### src/rtl/row_reservoir_pkg.sv
package row_reservoir_pkg;
  typedef struct packed {
    logic wrAccept;
    logic relAccept;
    logic setEnd;
    logic clrEnd;
  } resStrobe_t;
endpackage

### src/rtl/row_reservoir_dp.sv
module row_reservoir_dp
  import row_reservoir_pkg::*;
#(
  parameter int CNT_W = 8
) (
  input  logic             clk,
  input  logic             rstN,
  input  logic [CNT_W-1:0] cfgStride,
  input  resStrobe_t       strobe,
  output logic [CNT_W-1:0] occ,
  output logic             frameEnded
);
  localparam logic [CNT_W-1:0] ONE_ROW = CNT_W'(1);

  logic [CNT_W-1:0] relAmt;
  logic [CNT_W-1:0] occNext;

  always_comb begin
    relAmt  = (cfgStride < occ) ? cfgStride : occ;
    occNext = occ + (strobe.wrAccept ? ONE_ROW : '0) - (strobe.relAccept ? relAmt : '0);
  end

  always_ff @(posedge clk) begin
    if (!rstN) begin
      occ        <= '0;
      frameEnded <= 1'b0;
    end else begin
      occ <= occNext;
      if (strobe.clrEnd)      frameEnded <= 1'b0;
      else if (strobe.setEnd) frameEnded <= 1'b1;
    end
  end

  // a write alone adds exactly one row
  p_write_adds_r5: assert property (@(posedge clk) disable iff (!rstN)
    (strobe.wrAccept && !strobe.relAccept) |=> (occ == $past(occ) + ONE_ROW));

  // a release on a non-empty buffer with no write shrinks the count
  p_release_drops_r4: assert property (@(posedge clk) disable iff (!rstN)
    (strobe.relAccept && !strobe.wrAccept && cfgStride != '0) |=> (occ < $past(occ)));
endmodule

### src/rtl/row_reservoir_ctrl.sv
module row_reservoir_ctrl
  import row_reservoir_pkg::*;
#(
  parameter int CNT_W = 8
) (
  input  logic             clk,
  input  logic             rstN,
  input  logic [CNT_W-1:0] cfgDepth,
  input  logic [CNT_W-1:0] cfgWindow,
  input  logic             cfgStepLock,
  input  logic             prodRowDone,
  input  logic             prodFrameDone,
  input  logic             consReq,
  input  logic             consRelease,
  input  logic [CNT_W-1:0] occ,
  input  logic             frameEnded,
  output logic             prodStall,
  output logic             consGrant,
  output resStrobe_t       strobe
);
  logic bufFull;
  logic haveWindow;
  logic canDrain;

  always_comb begin
    bufFull    = (occ >= cfgDepth);
    haveWindow = !cfgStepLock && (occ >= cfgWindow);
    canDrain   = frameEnded && (occ != '0);
    prodStall  = bufFull || frameEnded;
    consGrant  = consReq && (haveWindow || canDrain);

    strobe.wrAccept  = prodRowDone && !prodStall;
    strobe.relAccept = consRelease && (occ != '0);
    strobe.setEnd    = prodFrameDone && !frameEnded;
    strobe.clrEnd    = frameEnded && (occ == '0);
  end

  // a stalled producer cannot raise the count
  p_no_overflow_r3: assert property (@(posedge clk) disable iff (!rstN)
    (prodStall && !consRelease) |=> (occ == $past(occ)));

  // a drained frame clears its end state on the next edge
  p_drain_clears_r7: assert property (@(posedge clk) disable iff (!rstN)
    (frameEnded && occ == '0) |=> !frameEnded);

  // step-lock issues nothing before the frame is complete
  p_steplock_waits_r8: assert property (@(posedge clk) disable iff (!rstN)
    (cfgStepLock && !frameEnded) |-> !consGrant);

  // no grant without a request
  p_grant_needs_req_r9: assert property (@(posedge clk) disable iff (!rstN)
    !consReq |-> !consGrant);
endmodule

### src/rtl/row_reservoir_sync.sv
module row_reservoir_sync
  import row_reservoir_pkg::*;
#(
  parameter int CNT_W = 8
) (
  input  logic             clk,
  input  logic             rstN,
  input  logic [CNT_W-1:0] cfgDepth,
  input  logic [CNT_W-1:0] cfgWindow,
  input  logic [CNT_W-1:0] cfgStride,
  input  logic             cfgStepLock,
  input  logic             prodRowDone,
  input  logic             prodFrameDone,
  output logic             prodStall,
  input  logic             consReq,
  input  logic             consRelease,
  output logic             consGrant
);
  resStrobe_t       strobe;
  logic [CNT_W-1:0] occ;
  logic             frameEnded;

  row_reservoir_ctrl #(.CNT_W(CNT_W)) ctrl_i (
    .clk(clk), .rstN(rstN),
    .cfgDepth(cfgDepth), .cfgWindow(cfgWindow), .cfgStepLock(cfgStepLock),
    .prodRowDone(prodRowDone), .prodFrameDone(prodFrameDone),
    .consReq(consReq), .consRelease(consRelease),
    .occ(occ), .frameEnded(frameEnded),
    .prodStall(prodStall), .consGrant(consGrant), .strobe(strobe)
  );

  row_reservoir_dp #(.CNT_W(CNT_W)) dp_i (
    .clk(clk), .rstN(rstN), .cfgStride(cfgStride), .strobe(strobe),
    .occ(occ), .frameEnded(frameEnded)
  );
endmodule

### config.mk
export PLATFORM = sky130hd
export DESIGN_NAME = row_reservoir_sync
export DESIGN_NICKNAME = d
export VERILOG_FILES = /design/src/rtl/row_reservoir_pkg.sv /design/src/rtl/row_reservoir_dp.sv /design/src/rtl/row_reservoir_ctrl.sv /design/src/rtl/row_reservoir_sync.sv
export SDC_FILE = /design/constraint.sdc
export NUM_CORES = 1
export LEC_CHECK = 0
export ABC_AREA = 0
export BUFFER_PORTS_ARGS = -buffer_cell sky130_fd_sc_hd__clkbuf_2
export CAP_MARGIN = 20
export CORE_UTILIZATION = 44
export DETAILED_ROUTE_END_ITERATION = 6
export PLACE_DENSITY = 0.7
export RECOVER_POWER = 25
export SYNTH_ARGS = -nofsm -noshare
export SYNTH_HDL_FRONTEND = slang
export SYNTH_SLANG_ARGS = --single-unit
### constraint.sdc
create_clock -name clk -period 3.25 [get_ports clk]
set_input_delay 0.1625 -clock clk [delete_from_list [all_inputs] [get_ports clk]]
set_output_delay 0.1625 -clock clk [all_outputs]
set_load 0.02 [all_outputs]
==> Word-level counts from Yosys, hierarchy flattened <==
Index checks and enable logic that the tools add are counted.
{ "word_totals": {"out_inout_bits": 2, "inputBits": 31, "regBits": 9, "word_cells": 26} }
{ "op_classes": {"bitwise": 1, "reduce_logical": 15, "addsub": 2, "order_cmp": 3, "mux": 3} }
{ "ops": {"columns": ["op", "n"], "rows": [
  ["greater-or-equal comparator 8 bit", 2],
  ["two-way mux 8 bit", 2],
  ["adder 8 bit", 1],
  ["logical NOT 8 bit", 1],
  ["less-than comparator 8 bit", 1],
  ["nonzero test 8 bit", 1],
  ["subtractor 8 bit", 1],
  ["logical AND 1 bit", 7],
  ["logical NOT 1 bit", 3],
  ["logical OR 1 bit", 2],
  ["OR reduction 2 bit", 1],
  ["two-way mux 1 bit", 1],
  ["NOT 1 bit", 1]
]} }

==> Longest topological paths before layout <==
{ "logic_depth": {"depth_word": 7, "ltp_mapped": 19, "depth_no_buf": 19} }

==> Cells and area by module <==
From an unflattened synthesis, not the netlist that was laid out.
{ "hier_totals": {"hier_cells": 175, "area_unflattened_um2": 1401.3} }
{ "by_module_without_submodules": {"columns": ["module", "seq_area_each_um2", "area_per_inst_um2", "cells_per_inst", "instances"], "rows": [
  ["row_reservoir_dp", 180.2, 912.1, 111, 1],
  ["row_reservoir_ctrl", 0.0, 489.2, 64, 1]
]} }

==> Worst setup path before layout <==
No wires, ideal clock.
{ "synth_path": {"kind": "flip-flop to flip-flop", "start": "reg dp_i.occ[2]", "end": "reg dp_i.occ[7]", "path_buffers": 0, "arrival_ns": 3.311, "setup_ns": 0.115, "required_ns": 3.135, "path_stages_with_launch": 16, "period_less_slack_ns": 3.425, "path_slack_ns": -0.175, "path_cell_list": "dfxtp_1 -> inv_1 -> ha_1 -> a21oi_1 -> o21ai_0 -> a21oi_1 -> nand2_2 -> mux2i_1 -> or2_2 -> ha_1 -> ha_1 -> or4_1 -> o22ai_1 -> xor2_2 -> xnor2_1 -> and2_1"} }
{ "synth_via": {"elab_chain_len": 7, "elab_cells_between_ends": 12, "cone_classes": "2 x add/sub; 2 x order compare; 3 x mux; 5 x reduce/logical"} }
{ "synth_rtl": {"columns": ["element", "line_no", "text"], "rows": [
  ["from (decl)", "row_reservoir_dp.sv:10", "output logic [CNT_W-1:0] occ,"],
  ["from (signal assigned)", "row_reservoir_dp.sv:28", "occ <= occNext;"],
  ["greater-or-equal comparator 8 bit", "row_reservoir_ctrl.sv:26", "bufFull = (occ >= cfgDepth);"],
  ["logical OR 1 bit", "row_reservoir_ctrl.sv:29", "prodStall = bufFull || frameEnded;"],
  ["logical NOT 1 bit", "row_reservoir_ctrl.sv:32", "strobe.wrAccept = prodRowDone && !prodStall;"],
  ["logical AND 1 bit", "row_reservoir_ctrl.sv:32", null],
  ["two-way mux 1 bit", "row_reservoir_dp.sv:20", "occNext = occ + (strobe.wrAccept ? ONE_ROW : '0) - (strobe.relAccept ? relAmt : '0);"],
  ["adder 8 bit", "row_reservoir_dp.sv:20", null],
  ["subtractor 8 bit (*)", "row_reservoir_dp.sv:20", null]
]} }
Mark *: on every way between the ends. The rest lies on a longest branch, timed or not.
A chain may end at the register's enable or synchronous reset.

==> Worst setup path in the final report <==
{ "layout_path": {"start": "reg dp_i.occ[4]", "end": "reg dp_i.occ[7]"} }
Same word-level chain as after synthesis.

==> impl_metrics.toml <==
[power_and_ir_drop]
p_seq_share_pct = 9.1
vdd_ir_drop_max_uv = 638
powerDensity_nw_per_um2 = 1040
combPwrFrac_pct = 86.4
leakage_nw = 1.04
p_switching_mw = 0.946
swShare_pct = 43.8
p_int_mw = 1.22
p_clk_share_pct = 4.5

[detailed_routing]
ant_nets = 0
num_vias = 1371
totalWireLength_um = 3850
vias_per_cell = 5.06
wl_per_cell_um = 14.2
drc = 0
drtIter0Drc = 40
drt_pass1_iterations = 4

[clocking]
clk_pin_slew_ns = 0.07
cts_tree = "yes"
cts_root_buf = "clkbuf_4"
cts.htree.levels = 1
cts-buffers-inserted = 3
cts_sinks = 9
max-clock-path-buffers = 2
cts_hold_buf = 0
clk_latency_ns = 0.27

[worst_setup_path]
worst-path-max-fanout = 6
cp_top_family = "simple AND/OR/NAND/NOR gates"
r2r_start = "dp_i.occ[4]"
cp-end-kind = "register"
r2r_slack_ns = 0.05
cpMostUsedCell = "ha_4"
r2r-end = "dp_i.occ[7]"
crit_chain = "inv_1, ha_4, a21oi_4, nor2_1, a21oi_2, nand2_4, buf_4, mux2i_1, or2_4, ha_4, ha_2, or4_4, o22ai_4, xor2_2, xnor2_1, and2_1"
cp.arrival_ns = 3.37
critPathSlowestCell = "or4_4"
cp.required_ns = 3.42
crit_path_start_kind = "register"
r2r_cells = 16
cpPeakStageDelay_ns = 0.52
crit_type = "register to register"
path_buf_inv = 2

[timing]
fmax_ghz = 0.313
period_minus_slack_ns = 3.20
hold_slack_ns = 0.158
fin_crit_sh_pct = 98.4
slew_violations = 0
setup_viol = 0
slew_headroom_pct = 78.7
worst_slew_pin_slew_ns = 0.312
finClkSkew_ns = 0.00209
hold_viol = 0

[floorplanning]
num_rows = 20
start_util_pct = 46.2
dieArea_sq_um = 3410
dieWidth_um = 58.4
core_area_sq_um = 3030
die_y_um = 58.4
ioPinCount = 33

[worst_hold_path]
hold_depth = 3
holdCritPathClass = "input pin to register"
hp-start = "prodFrameDone"
whs_endpoint = "dp_i.frameEnded"

[cells_and_area]
instances_no_fill = 271
multi_input_area_sq_um = 1370
diodes = 0
seqCellArea_sq_um = 189
fill_cells = 240
syn_to_final_growth_pct = 48.7
final_nets = 297
layout-drive-gt1-share_pct = 48.0

[global_route]
antenna_found_initial = 0
grt-ovfl-total = 0
grt_use_total_pct = 21.6
grt_start_max_net_pins = 11
grt_pass1_wl_um = 5640
grt_pass1_vias = 1322

[yosys]
syn_nets = 238
syn-cell-area_sq_um = 1400
synth_warnings = 0
syn_avg_cell_area_sq_um = 8.28
ys_seq_area_share_pct = 12.9
synthCells = 169
synth_seq_cells = 9
synthDistinctLibCells = 36

[placed_design]
port-buffer-count = 32
place.gp.congestion = 0.778
dp_hpwl_um = 2550
dp_cells = 262

[status]
outcome = "completed"

[flow_run]
cap_violations = 0
-- per-stage QoR --
| step | worst slack [ns] | area (sq um) | power (mW) | TNS (ns) | util (%) |
|---|---|---|---|---|---|
| after floorplan | 0.00959 | 1420 | 1.15 | 0 | - |
| after global placement | -0.0410 | 1760 | 1.52 | -0.0410 | 58.2 |
| after detailed placement | -0.0962 | 1760 | 1.54 | -0.112 | 58.2 |
| after CTS | 0.0151 | 1930 | 1.82 | 0 | 63.8 |
| after global routing | -0.0542 | 2080 | 2.36 | -0.143 | 68.8 |
| final | 0.0517 | 2080 | 2.16 | 0 | 68.8 |
-- worst max-delay path by stage --
stage | start | slack [ns] | cells after the start | endpoint
6_report | dp_i.occ[4] | 0.05 | 16 | dp_i.occ[7]
5_1_grt | dp_i.occ[4] | -0.05 | 19 | dp_i.occ[4]
4_1_cts | dp_i.occ[2] | 0.02 | 16 | dp_i.occ[7]
3_5_place_dp | dp_i.occ[6] | -0.1 | 15 | dp_i.occ[7]
3_3_place_gp | dp_i.occ[6] | -0.04 | 15 | dp_i.occ[7]
2_1_floorplan | dp_i.occ[2] | 0.01 | 15 | dp_i.occ[7]
-- routing by layer --
layer / wire, um / vias to the layer above / track usage (%)
li1: - / 707 / -
met1: 1660 / 618 / 26.4
met2: 1950 / 35 / 39.1
met3: 136 / 11 / 2.86
met4: 98 / 0 / 6.80
met5: 0 / - / 0
-- synth_stat cells --
library cell	count	area, sq um
a21o_1	7	52.6
ha_1	37	463
a22o_1	1	8.76
dfxtp_1	9	180
a311o_1	1	10.0
nand2_1	5	18.8
o22ai_1	1	6.26
or2_2	6	37.5
nor4b_2	1	15.0
xor2_1	1	8.76
nor3_1	2	10.0
and2_1	3	18.8
xnor2_1	1	8.76
a31o_2	1	8.76
inv_1	30	113
a21oi_1	9	45.0
fa_1	1	20.0
o21a_1	2	15.0
and3b_1	1	8.76
nand2_2	1	6.26
xor2_2	1	16.3
or4_4	2	22.5
a211oi_1	2	15.0
nand3_1	3	15.0
nor3b_1	2	15.0
nand2b_1	6	37.5
mux2i_1	7	70.1
nor2b_1	4	25.0
o21ai_0	9	45.0
a2111oi_0	1	8.76
a21boi_0	1	7.51
o22ai_2	1	12.5
o21ai_1	1	5.00
or4_1	1	7.51
nor2_1	7	26.3
o21ai_4	1	16.3
-- registers in the layout, indices dropped and copies added, names as in the netlist --
name and cells:
dp_i.occ 8, dp_i.frameEnded 1
-- timing repair --
item                                    in CTS  in global routing
pin swaps                                   10                 12
endpoints found under the setup margin       4                  4
resized for setup                           17                 29
setup buffers                                3                  2
endpoints found under the hold margin        0                  0
gates cloned                                 0                  0
-- final cells by class --
| type | instances | area share [%] |
|---|---|---|
| clock buffer | 4 | 1.26 |
| inverter | 30 | 5.41 |
| multi-input combinational | 130 | 65.9 |
| sequential | 9 | 9.07 |
| tap | 44 | 2.64 |
| timing repair buffer | 54 | 15.7 |
-- worst reg2reg max path, cell delays in order, from the launching register on --
cell,delay [ns]
dfxtp_2,0.34
inv_1,0.06
ha_4,0.23
a21oi_4,0.15
nor2_1,0.07
a21oi_2,0.19
nand2_4,0.12
buf_4,0.15
mux2i_1,0.11
or2_4,0.24
ha_4,0.21
ha_2,0.18
or4_4,0.52
o22ai_4,0.14
xor2_2,0.16
xnor2_1,0.09
and2_1,0.15
-- cell families (layout without fill, tap and decap cells) --
kind of cell               Yosys count  after routing  share of synthesized area, %
adders and majority gates           38             38                          34.5
AOI/OAI and AO/OA                   38             38                          18.3
and+or+nand+nor                     44             44                          18.9
buffers and inverters               30             88                          8.04
DFF                                  9              9                          12.9
muxes                                7              7                          5.00
xor gates and xnor gates             3              3                          2.41
-- layout by cell type, fill, tap and decap left out, drive strengths merged, types with 7 or more instances in the layout --
master,instances
a21o,7
mux2i,7
o21ai,11
clkbuf,36
buf,22
a21oi,9
inv,30
dfxtp,9
nor2,7
ha,37
-- power by group through the flow --
stage / registers [mW] / clock network (mW) / logic [mW]
after global routing: 0.202 / 0.103 / 2.05
after floorplan: 0.216 / 0 / 0.938
after CTS: 0.190 / 0.0943 / 1.54
after detailed placement: 0.192 / 0 / 1.35
final: 0.197 / 0.0968 / 1.87
after global placement: 0.190 / 0 / 1.33
Power figures use the tool's default switching activity.
